[src/rtl/pgr_pkg.sv]
package pgr_pkg;
  typedef enum logic [1:0] {
    ACC_IDLE = 2'd0,
    ACC_LOOK = 2'd1,
    ACC_WAIT = 2'd2
  } acc_state_e;
endpackage

[src/rtl/pgr_table.sv]
module pgr_table #(
  parameter int IDX_W = 8,
  parameter int ID_W  = 7,
  parameter int DEPTH = 180
) (
  input  logic             clk,
  input  logic             wr_en,
  input  logic [IDX_W-1:0] wr_idx,
  input  logic [ID_W-1:0]  wr_data,
  input  logic             rd_en,
  input  logic [IDX_W-1:0] rd_idx,
  output logic [ID_W-1:0]  rd_data
);
  logic [ID_W-1:0] mem [DEPTH];

  // Single write port, registered read: maps onto a block RAM.
  always_ff @(posedge clk) begin
    if (wr_en) mem[wr_idx] <= wr_data;
    if (rd_en) rd_data <= mem[rd_idx];
  end
endmodule

[src/rtl/pgr_attach.sv]
module pgr_attach #(
  parameter int IDX_W     = 8,
  parameter int OFF_W     = 20,
  parameter int PAGE_BITS = 12,
  parameter int ID_W      = 7,
  parameter int REG_W     = 8,
  parameter int DEPTH     = 180,
  parameter int MAX_TGT   = 125
) (
  input  logic             clk,
  input  logic             rst,
  input  logic             start_ok,
  input  logic             cmd_valid,
  input  logic [REG_W-1:0] cmd_region,
  input  logic [REG_W-1:0] cmd_nregions,
  input  logic [OFF_W-1:0] cmd_offset,
  input  logic [OFF_W-1:0] cmd_size,
  input  logic [ID_W-1:0]  cmd_target,
  output logic             busy,
  output logic             err,
  output logic             wr_en,
  output logic [IDX_W-1:0] wr_idx,
  output logic [ID_W-1:0]  wr_data
);
  localparam int PG_W  = IDX_W + 1;
  localparam int CNT_W = OFF_W - PAGE_BITS + 1;
  localparam logic [PG_W-1:0] PG_END = PG_W'(DEPTH);

  logic [PG_W-1:0]  page_q;
  logic [CNT_W-1:0] left_q;
  logic [ID_W-1:0]  owner_q;

  logic             bad_region, bad_target, bad_align, reject;
  logic [PG_W-1:0]  first_page;
  logic [CNT_W-1:0] npages;

  always_comb begin
    bad_region = cmd_region[REG_W-1] || (cmd_region >= cmd_nregions);
    bad_target = (cmd_target == '0) || (cmd_target >= ID_W'(MAX_TGT));
    bad_align  = |cmd_offset[PAGE_BITS-1:0];
    reject     = bad_region || bad_target || bad_align;
    first_page = PG_W'(cmd_offset[OFF_W-1:PAGE_BITS]);
    npages     = CNT_W'(cmd_size[OFF_W-1:PAGE_BITS])
               + CNT_W'(|cmd_size[PAGE_BITS-1:0]);
  end

  assign wr_en   = busy && (left_q != '0) && (page_q < PG_END);
  assign wr_idx  = page_q[IDX_W-1:0];
  assign wr_data = owner_q;

  always_ff @(posedge clk) begin
    if (rst) begin
      // Reset reuses the walk to clear every page to "no owner".
      busy    <= 1'b1;
      err     <= 1'b0;
      page_q  <= '0;
      left_q  <= CNT_W'(DEPTH);
      owner_q <= '0;
    end else begin
      err <= 1'b0;
      if (!busy) begin
        if (cmd_valid && start_ok) begin
          if (reject) begin
            err <= 1'b1;
          end else begin
            busy    <= 1'b1;
            page_q  <= first_page;
            left_q  <= npages;
            owner_q <= cmd_target;
          end
        end
      end else if (wr_en) begin
        page_q <= page_q + 1'b1;
        left_q <= left_q - 1'b1;
      end else begin
        busy <= 1'b0;
      end
    end
  end

  assert_reject_no_walk_R5: assert property (@(posedge clk) disable iff (rst)
    err |-> !busy);

  assert_walk_ends_R4: assert property (@(posedge clk) disable iff (rst)
    (busy && left_q == '0) |=> !busy);

  assert_walk_clips_R10: assert property (@(posedge clk) disable iff (rst)
    (busy && page_q >= PG_END) |=> !busy);
endmodule

[src/rtl/pgr_access.sv]
module pgr_access #(
  parameter int              ADDR_W    = 32,
  parameter int              DATA_W    = 32,
  parameter logic [31:0]     BASE      = 32'h4800_0000,
  parameter logic [31:0]     WINDOW    = 32'h000B_4000,
  parameter int              PAGE_BITS = 12,
  parameter int              IDX_W     = 8,
  parameter int              ID_W      = 7
) (
  input  logic              clk,
  input  logic              rst,
  input  logic              hold,
  input  logic              cpu_req,
  input  logic              cpu_we,
  input  logic [1:0]        cpu_size,
  input  logic [ADDR_W-1:0] cpu_addr,
  input  logic [DATA_W-1:0] cpu_wdata,
  output logic              cpu_ready,
  output logic              idle,
  output logic              rd_en,
  output logic [IDX_W-1:0]  rd_idx,
  input  logic [ID_W-1:0]   tbl_id,
  output logic              resp_valid,
  output logic              resp_err,
  output logic [DATA_W-1:0] resp_rdata,
  output logic              tgt_valid,
  output logic [ID_W-1:0]   tgt_id,
  output logic              tgt_we,
  output logic [1:0]        tgt_size,
  output logic [ADDR_W-1:0] tgt_addr,
  output logic [DATA_W-1:0] tgt_wdata,
  input  logic              tgt_ack,
  input  logic [DATA_W-1:0] tgt_rdata
);
  import pgr_pkg::*;

  acc_state_e        st;
  logic [ADDR_W-1:0] off;
  logic              in_win, accept;
  logic              inwin_q;

  assign idle      = (st == ACC_IDLE);
  assign cpu_ready = idle && !hold;
  assign accept    = cpu_req && cpu_ready;
  assign off       = cpu_addr - ADDR_W'(BASE);
  assign in_win    = off < ADDR_W'(WINDOW);
  assign rd_idx    = off[PAGE_BITS +: IDX_W];
  assign rd_en     = accept;

  always_ff @(posedge clk) begin
    if (rst) begin
      st         <= ACC_IDLE;
      inwin_q    <= 1'b0;
      resp_valid <= 1'b0;
      resp_err   <= 1'b0;
      resp_rdata <= '0;
      tgt_valid  <= 1'b0;
      tgt_id     <= '0;
      tgt_we     <= 1'b0;
      tgt_size   <= '0;
      tgt_addr   <= '0;
      tgt_wdata  <= '0;
    end else begin
      resp_valid <= 1'b0;
      unique case (st)
        ACC_IDLE: if (accept) begin
          inwin_q   <= in_win;
          tgt_we    <= cpu_we;
          tgt_size  <= cpu_size;
          tgt_addr  <= cpu_addr;
          tgt_wdata <= cpu_wdata;
          st        <= ACC_LOOK;
        end
        ACC_LOOK: begin
          if (!inwin_q || tbl_id == '0) begin
            resp_valid <= 1'b1;
            resp_err   <= 1'b1;
            resp_rdata <= '0;
            st         <= ACC_IDLE;
          end else begin
            tgt_valid <= 1'b1;
            tgt_id    <= tbl_id;
            st        <= ACC_WAIT;
          end
        end
        ACC_WAIT: if (tgt_ack) begin
          tgt_valid  <= 1'b0;
          resp_valid <= 1'b1;
          resp_err   <= 1'b0;
          resp_rdata <= tgt_we ? '0 : tgt_rdata;
          st         <= ACC_IDLE;
        end
        default: st <= ACC_IDLE;
      endcase
    end
  end

  assert_err_reads_zero_R7: assert property (@(posedge clk) disable iff (rst)
    (resp_valid && resp_err) |-> (resp_rdata == '0));

  assert_tgt_hold_R2: assert property (@(posedge clk) disable iff (rst)
    (tgt_valid && !tgt_ack) |=> (tgt_valid && $stable(tgt_id) && $stable(tgt_addr)));

  assert_resp_pulse_R9: assert property (@(posedge clk) disable iff (rst)
    resp_valid |=> !resp_valid);
endmodule

[src/rtl/pgr_router.sv]
module pgr_router #(
  parameter int          ADDR_W    = 32,
  parameter int          DATA_W    = 32,
  parameter logic [31:0] BASE      = 32'h4800_0000,
  parameter logic [31:0] WINDOW    = 32'h000B_4000,
  parameter int          PAGE_BITS = 12,
  parameter int          MAX_TGT   = 125,
  parameter int          REG_W     = 8
) (
  input  logic                         clk,
  input  logic                         rst,
  input  logic                         cpu_req,
  input  logic                         cpu_we,
  input  logic [1:0]                   cpu_size,
  input  logic [ADDR_W-1:0]            cpu_addr,
  input  logic [DATA_W-1:0]            cpu_wdata,
  output logic                         cpu_ready,
  output logic                         resp_valid,
  output logic                         resp_err,
  output logic [DATA_W-1:0]            resp_rdata,
  input  logic                         att_valid,
  input  logic [REG_W-1:0]             att_region,
  input  logic [REG_W-1:0]             att_nregions,
  input  logic [$clog2(WINDOW)-1:0]    att_offset,
  input  logic [$clog2(WINDOW)-1:0]    att_size,
  input  logic [$clog2(MAX_TGT)-1:0]   att_target,
  output logic                         att_busy,
  output logic                         att_err,
  output logic                         tgt_valid,
  output logic [$clog2(MAX_TGT)-1:0]   tgt_id,
  output logic                         tgt_we,
  output logic [1:0]                   tgt_size,
  output logic [ADDR_W-1:0]            tgt_addr,
  output logic [DATA_W-1:0]            tgt_wdata,
  input  logic                         tgt_ack,
  input  logic [DATA_W-1:0]            tgt_rdata
);
  localparam int DEPTH = int'(WINDOW >> PAGE_BITS);
  localparam int IDX_W = $clog2(DEPTH);
  localparam int OFF_W = $clog2(WINDOW);
  localparam int ID_W  = $clog2(MAX_TGT);

  logic             acc_idle;
  logic             wr_en, rd_en;
  logic [IDX_W-1:0] wr_idx, rd_idx;
  logic [ID_W-1:0]  wr_data, rd_data;

  pgr_table #(.IDX_W(IDX_W), .ID_W(ID_W), .DEPTH(DEPTH)) u_table (
    .clk(clk), .wr_en(wr_en), .wr_idx(wr_idx), .wr_data(wr_data),
    .rd_en(rd_en), .rd_idx(rd_idx), .rd_data(rd_data)
  );

  pgr_attach #(
    .IDX_W(IDX_W), .OFF_W(OFF_W), .PAGE_BITS(PAGE_BITS), .ID_W(ID_W),
    .REG_W(REG_W), .DEPTH(DEPTH), .MAX_TGT(MAX_TGT)
  ) u_attach (
    .clk(clk), .rst(rst), .start_ok(acc_idle), .cmd_valid(att_valid),
    .cmd_region(att_region), .cmd_nregions(att_nregions),
    .cmd_offset(att_offset), .cmd_size(att_size), .cmd_target(att_target),
    .busy(att_busy), .err(att_err),
    .wr_en(wr_en), .wr_idx(wr_idx), .wr_data(wr_data)
  );

  // A pending attach command takes priority over a same-cycle access.
  pgr_access #(
    .ADDR_W(ADDR_W), .DATA_W(DATA_W), .BASE(BASE), .WINDOW(WINDOW),
    .PAGE_BITS(PAGE_BITS), .IDX_W(IDX_W), .ID_W(ID_W)
  ) u_access (
    .clk(clk), .rst(rst), .hold(att_busy || att_valid),
    .cpu_req(cpu_req), .cpu_we(cpu_we), .cpu_size(cpu_size),
    .cpu_addr(cpu_addr), .cpu_wdata(cpu_wdata), .cpu_ready(cpu_ready),
    .idle(acc_idle), .rd_en(rd_en), .rd_idx(rd_idx), .tbl_id(rd_data),
    .resp_valid(resp_valid), .resp_err(resp_err), .resp_rdata(resp_rdata),
    .tgt_valid(tgt_valid), .tgt_id(tgt_id), .tgt_we(tgt_we),
    .tgt_size(tgt_size), .tgt_addr(tgt_addr), .tgt_wdata(tgt_wdata),
    .tgt_ack(tgt_ack), .tgt_rdata(tgt_rdata)
  );

  assert_hold_off_R8: assert property (@(posedge clk) disable iff (rst)
    att_busy |-> !cpu_ready);
endmodule

[config.mk]
export PLATFORM = sky130hd
export DESIGN_NAME = pgr_router
export DESIGN_NICKNAME = d
export VERILOG_FILES = /design/src/rtl/pgr_pkg.sv /design/src/rtl/pgr_table.sv /design/src/rtl/pgr_attach.sv /design/src/rtl/pgr_access.sv /design/src/rtl/pgr_router.sv
export SDC_FILE = /design/constraint.sdc
export NUM_CORES = 1
export LEC_CHECK = 0
export ABC_CLOCK_PERIOD_IN_PS = 4310
export BUFFER_PORTS_ARGS = -buffer_cell sky130_fd_sc_hd__buf_2
export CAP_MARGIN = 20
export CORE_UTILIZATION = 45
export DETAILED_ROUTE_END_ITERATION = 16
export GPL_TIMING_DRIVEN = 0
export PLACE_DENSITY = 0.7
export SYNTH_ARGS = -nofsm -noshare
export SYNTH_HDL_FRONTEND = slang
export SYNTH_SLANG_ARGS = --single-unit
[constraint.sdc]
create_clock -name clk -period 4.31 [get_ports clk]
set_clock_uncertainty 0.15 [all_clocks]
set_input_delay 0.862 -clock clk [delete_from_list [all_inputs] [get_ports clk]]
set_output_delay 0.862 -clock clk [all_outputs]
set_load 0.02 [all_outputs]
==> results.toml, run 1 <==
[outcome]
status = "complete, but fails checks"
violations = "setup timing"

[timing]
whs_ps = 187.9
worst_pin_slew_ps = 1410
finalWorstSetupSlack_ps = -315.5
slew_headroom_pct = 3.553
hold_viol = 0
period_share_pct = 107.3
drv_slew = 0
setup_viol = 6
min_period_ps = 4626
rsz0062_at_grt = "no"
fmax_mhz = 216.2

[clocking]
cts_tree = "built"
clock_path_buffers = 3
clk_pin_slew_ps = 60
clk_latency_ps = 780
cts_sinks = 1406
cts_buffers = 145
clockRootBuffer = "clkbuf_16"
h-tree-depth = 4

[layout]
layout_common_cells = "edfxtp_1, buf_2, nand2_1"
layout_commonest_cell = "edfxtp_1"
final_cells = 5381
area_growth_pct = 16.44
layout-drive-gt1-share_pct = 23.68
fin_area_um2 = 64220
final_util_pct = 52.76
layout.nets = 3822

[detailed_routing]
drt-initial-drc-count = 5424
drc = 0
wl_um = 186700
wl_per_cell_um = 34.69
dr.pass1.iters = 6
vias_per_cell = 6.366
ant_nets = 0
num_vias = 34260

[yosys]
syn-num-nets = 3369
avgSynthCellArea_um2 = 17.33
synth_flop_cell = "edfxtp_1"
synth-xor-area-share_pct = 0.1112
muxShareOfSynthArea_pct = 13.05
synth_top_family_by_area = "multiplexers"
synth_warnings = 0
yosys.area_share.simple_pct = 5.288
syn_area_um2 = 55150
ys_ff_latch = 1406
synth_compound_area_share_pct = 5.114
synth_edf_count = 1267
synth_seq_area_share_pct = 74.03
async_flop_share_pct = 0
ys_types = 71
synth_cells = 3183
synth_fa_ha_area_share_pct = 0.4310

[grt]
gr-usage-all-layers_pct = 29.85
grt_pass1_wl_um = 256700
grt_max_degree = 90
antenna_found_initial = 12
grt_pass1_vias = 33330
grt-ovfl-total = 0

[worst_setup_path]
setup.worst_path.class = "in -> reg"
crit_chain = "buf_2 > buf_2 > clkbuf_1 > clkbuf_1 > buf_8 > mux2i_1 > o21ai_0 > a211oi_1 > nor4b_1"
crit_fanout = 10
crit_path_end_kind = "register"
path_delay_family = "buffers and inverters"
setup.worst_path.start_class = "input port"
critical_path.max_stage_delay_ps = 960
crit_buf_inv = 5
cp_slowest_cell = "clkbuf_1"
worst_ep_required_time_ps = 4600
arrival_ps = 4920

[placed_design]
placement.io_buffers = 275
gp_congestion = 0.9737
post_dp_cell_area_um2 = 59280
dp_hpwl_um = 125900
dp.cells = 5114

[floorplanning]
die_h_um = 352.1
row_count = 128
die_w_um = 352.1
ios = 279
fp.coreArea_um2 = 121700
initial_utilization_pct = 45.31
die_area_um2 = 124000

[power]
power_mw = 28.99
max-vdd-ir-drop_mv = 0.4692
cellPowerDensity_nw_per_um2 = 451.4
leakage_nw = 24.22

[flow_run]
cap_violations = 0

[worst_hold_path]
worstHoldPathType = "in -> reg"
## worst min-delay path, delay by kind of cell
kind,cells,cell delay [ps]
compound gates,1,50
buf+inv,1,100
simple gates,1,50
## Yosys cell counts, types with 15 or more instances
| library cell | count | area (µm²) |
|---|---|---|
| dfxtp_1 | 139 | 2783 |
| nor2_1 | 227 | 852.1 |
| inv_1 | 28 | 105.1 |
| nor2b_1 | 16 | 100.1 |
| nor3_1 | 28 | 140.1 |
| clkbuf_1 | 112 | 420.4 |
| a211oi_1 | 28 | 210.2 |
| a22oi_1 | 52 | 390.4 |
| o22ai_1 | 20 | 125.1 |
| edfxtp_1 | 1267 | 38050 |
| ha_1 | 19 | 237.7 |
| nand3_1 | 63 | 315.3 |
| buf_4 | 21 | 157.7 |
| a221oi_1 | 15 | 131.4 |
| nor4_1 | 20 | 125.1 |
| mux4_2 | 245 | 5518 |
| o21ai_0 | 46 | 230.2 |
| o221ai_1 | 22 | 192.7 |
| a21oi_1 | 161 | 805.8 |
| buf_2 | 61 | 305.3 |
| nand2_1 | 262 | 983.4 |
| mux2i_1 | 161 | 1612 |
## final cells by class
type | count | area [µm²]
tap | 1625 | 2033
clock buffer | 185 | 3916
antenna | 10 | 25.02
timing repair buffer | 306 | 2041
inverter | 30 | 112.6
clock inverter | 72 | 950.9
sequential | 1406 | 40860
multi-input combinational | 1540 | 13280
fill | 9672 | 57500
buffer | 207 | 1007
## state kept, by name, indices dropped and copies added, names as in the netlist
name and cells:
u_access.tgt_size 2, u_attach.wr_data 7, u_access.inwin_q 1, u_access.tgt_wdata 32, u_access.resp_err 1, u_access.resp_rdata 32
u_attach.page_q 9, u_access.tgt_id 7, u_attach.err 1, u_attach.busy 1, u_attach.left_q 9, u_table.rd_data 7
u_access.tgt_we 1, u_access.resp_valid 1, u_access.tgt_addr 32, u_access.tgt_valid 1, u_access.st 2, u_table.mem 1260
## power by group
part           switching, mW  internal [mW]
registers             0.0158           14.7
logic                  0.870          0.357
clock network           5.30           7.79
total                   6.18           22.8
## layer usage
metal	vias up	GRT usage (%)	share of wire [%]
li1	13560	-	-
met1	17160	37.03	34
met2	2951	44.49	44
met3	580	10.93	14
met4	6	18.57	7.0
met5	-	0	0.020
## metrics by stage
| step | setup TNS [ps] | setup WS [ps] |
|---|---|---|
| floorplan | 0 | 1027 |
| global placement | -2201980 | -1820 |
| detailed placement | -6435 | -1106 |
| CTS | 0 | 2.806 |
| global route | 0 | 52.84 |
| finish | -655.5 | -315.5 |
## cells by family after synthesis
| family | after synthesis |
|---|---|
| AO/OA/AOI/OAI | 428 |
| XOR/XNOR | 7 |
| adder cells (fa/ha/maj) | 19 |
| buffers and inverters | 237 |
| flip-flops | 1406 |
| multiplexers | 412 |
| AND/OR/NAND/NOR | 674 |
## timing repair
item	in CTS	in global routing
setup buffers	0	0
hold buffers	0	0
gates resized for setup	11	4
endpoints found under the setup margin	5	138
## final timing paths
path / from / end / slack (ps) / depth (start not counted)
setup reg to reg: u_attach.left_q[0] / u_table.mem[116][3] / 170 / 9
hold / removal: cpu_addr[1] / u_access.tgt_addr[1] / 190 / 3
hold reg to reg: u_access.resp_rdata[31] / u_access.resp_rdata[31] / 300 / 2
setup / recovery: cpu_addr[14] / u_table.rd_data[0] / -320 / 9
(Power assumes the default switching activity.)
==> inputs of run 2 (changes only) <==
--- a/config.mk
+++ b/config.mk
@@ -12,6 +12,7 @@
 export DETAILED_ROUTE_END_ITERATION = 16
 export GPL_TIMING_DRIVEN = 0
 export PLACE_DENSITY = 0.7
+export REMOVE_ABC_BUFFERS = 1
 export SYNTH_ARGS = -nofsm -noshare
 export SYNTH_HDL_FRONTEND = slang
 export SYNTH_SLANG_ARGS = --single-unit
==> constraint.sdc (replaced) <==
create_clock -name clk -period 4.31 [get_ports clk]
set_clock_uncertainty 0.15 [all_clocks]
set_input_delay 0.862 -clock clk [delete_from_list [all_inputs] [get_ports clk]]
set_output_delay 0.862 -clock clk [all_outputs]
set_load 0.01 [all_outputs]
==> run 2 against run 1 <==
Effect of this change:
- the run now ends clean
- first-iteration DRC count fell by 32%
- global-route usage fell by 8.3 points
- combinational power fell by 26%
- flip-flop and latch count did not move
- fmax rose by 11%
- die area did not move
- via count fell by 11%
- total power fell by 5.7%
==> results.toml, run 2 (synthesis gave the netlist of run 1 again) <==
[outcome]
status = "completed"

[timing]
drv_slew = 0
rsz0062_at_grt = "yes"
setup_viol = 0
worst_pin_slew_ps = 1165
fmax_mhz = 240.0
min_period_ps = 4168
slew_headroom_pct = 21.33
hold_viol = 0
whs_ps = 199.8
finalWorstSetupSlack_ps = 142.5
period_share_pct = 96.69

[floorplanning]
die_h_um = 352.1
die_w_um = 352.1
row_count = 128
die_area_um2 = 124000
ios = 279
initial_utilization_pct = 45.31
fp.coreArea_um2 = 121700

[power]
max-vdd-ir-drop_mv = 0.3891
power_mw = 27.33
cellPowerDensity_nw_per_um2 = 432.6
leakage_nw = 23.66

[detailed_routing]
ant_nets = 0
vias_per_cell = 5.917
num_vias = 30640
drc = 0
drt-initial-drc-count = 3703
wl_per_cell_um = 26.11
wl_um = 135200
dr.pass1.iters = 5

[worst_setup_path]
crit_fanout = 49
setup.worst_path.start_class = "input port"
worst_ep_required_time_ps = 4630
crit_path_end_kind = "register"
arrival_ps = 4480
setup.worst_path.class = "in -> reg"

[placed_design]
gp_congestion = 0.8510
place_ws_ps = -643.8
placement.io_buffers = 278
dp_hpwl_um = 84670

[layout]
area_growth_pct = 14.54
layout.nets = 3629
largest_reg_flops = 1260
layout-drive-gt1-share_pct = 22.42
final_util_pct = 51.90
layout_commonest_cell = "edfxtp_1"
regMostFlops = "u_table.mem"
layout_common_cells = "edfxtp_1, buf_2, nand2_1"

[grt]
antenna_found_initial = 4
grt_max_degree = 98
grt_pass1_wl_um = 198500
gr-usage-all-layers_pct = 21.52
grt-ovfl-total = 0
grt_pass1_vias = 30170

[clocking]
h-tree-depth = 4
clk_latency_ps = 740
clock_path_buffers = 3
clk_pin_slew_ps = 60
clockRootBuffer = "clkbuf_16"
cts_buffers = 139
cts_sinks = 1406
cts_tree = "built"
holdBufCountCts = 0

[worst_hold_path]
worstHoldPathType = "in -> reg"

[flow_run]
cap_violations = 0
[run 2: cell count changes in the layout (fill, tap and decap cells not counted), moves of 10 or more]
cell / before / now
buf_4: 24 / 6
clkinv_1: 24 / 34
clkbuf_1: 131 / 28
bufinv_16: 23 / 8
clkbuf_2: 14 / 2
buf_2: 334 / 272
[run 2: final cells by class]
class	instances	area, µm²
Multi-Input combinational cell	1540	13270
Sequential cell	1406	40860
Clock inverter	68	554.3
Fill cell	9649	58540
Tap cell	1625	2033
Antenna cell	2	5.005
Timing Repair Buffer	326	2499
Clock buffer	181	3842
Inverter	30	112.6
[run 2: path summary, 6_finish.rpt]
check / from / end / slack (ps) / depth (start not counted)
worst min-delay path: cpu_wdata[23] / u_access.tgt_wdata[23] / 200 / 3
worst max-delay path: cpu_addr[15] / u_table.rd_data[4] / 140 / 8
worst min register to register: u_access.tgt_addr[19] / u_access.tgt_addr[19] / 300 / 2
worst max register to register: u_attach.left_q[0] / u_table.mem[116][5] / 150 / 8
[run 2: critical path, cell delays in order]
cell and delay (ps):
buf_4 300, buf_16 340, nand2b_1 870, nor3_1 100, a2111oi_0 940, o21ai_0 210, a311oi_1 650, nor4b_1 120
[run 2: routing by layer]
layer / GRT usage [%] / wire, µm / part of all wire, % / vias to the layer above
met5: 0 / 17 / 0.013 / -
met4: 7.661 / 4298 / 3.2 / 2
met3: 4.724 / 11700 / 8.7 / 253
met2: 34.91 / 66100 / 49 / 1461
met1: 28.69 / 53080 / 39 / 15770
li1: - / - / - / 13150
[run 2: power breakdown]
| group | internal (mW) | switching, mW |
|---|---|---|
| combinational | 0.336 | 0.576 |
| sequential | 14.7 | 0.0162 |
| clock | 6.76 | 4.98 |
| total | 21.8 | 5.57 |
[run 2: stage by stage]
step                      area (µm²)  setup TNS, ps  std cells
final                          63170              0       5178
after detailed placement       58750          -4862       4926
after global placement         57600       -2173280       4879
after floorplan                54170              0       2976
after CTS                      63150              0       5175
after global routing           63170         -284.1       5177
[run 2: repair_timing]
item / CTS / global route
resized for setup: 1 / 2
buffers inserted: 0 / 0
endpoints found under the setup margin: 70 / 18
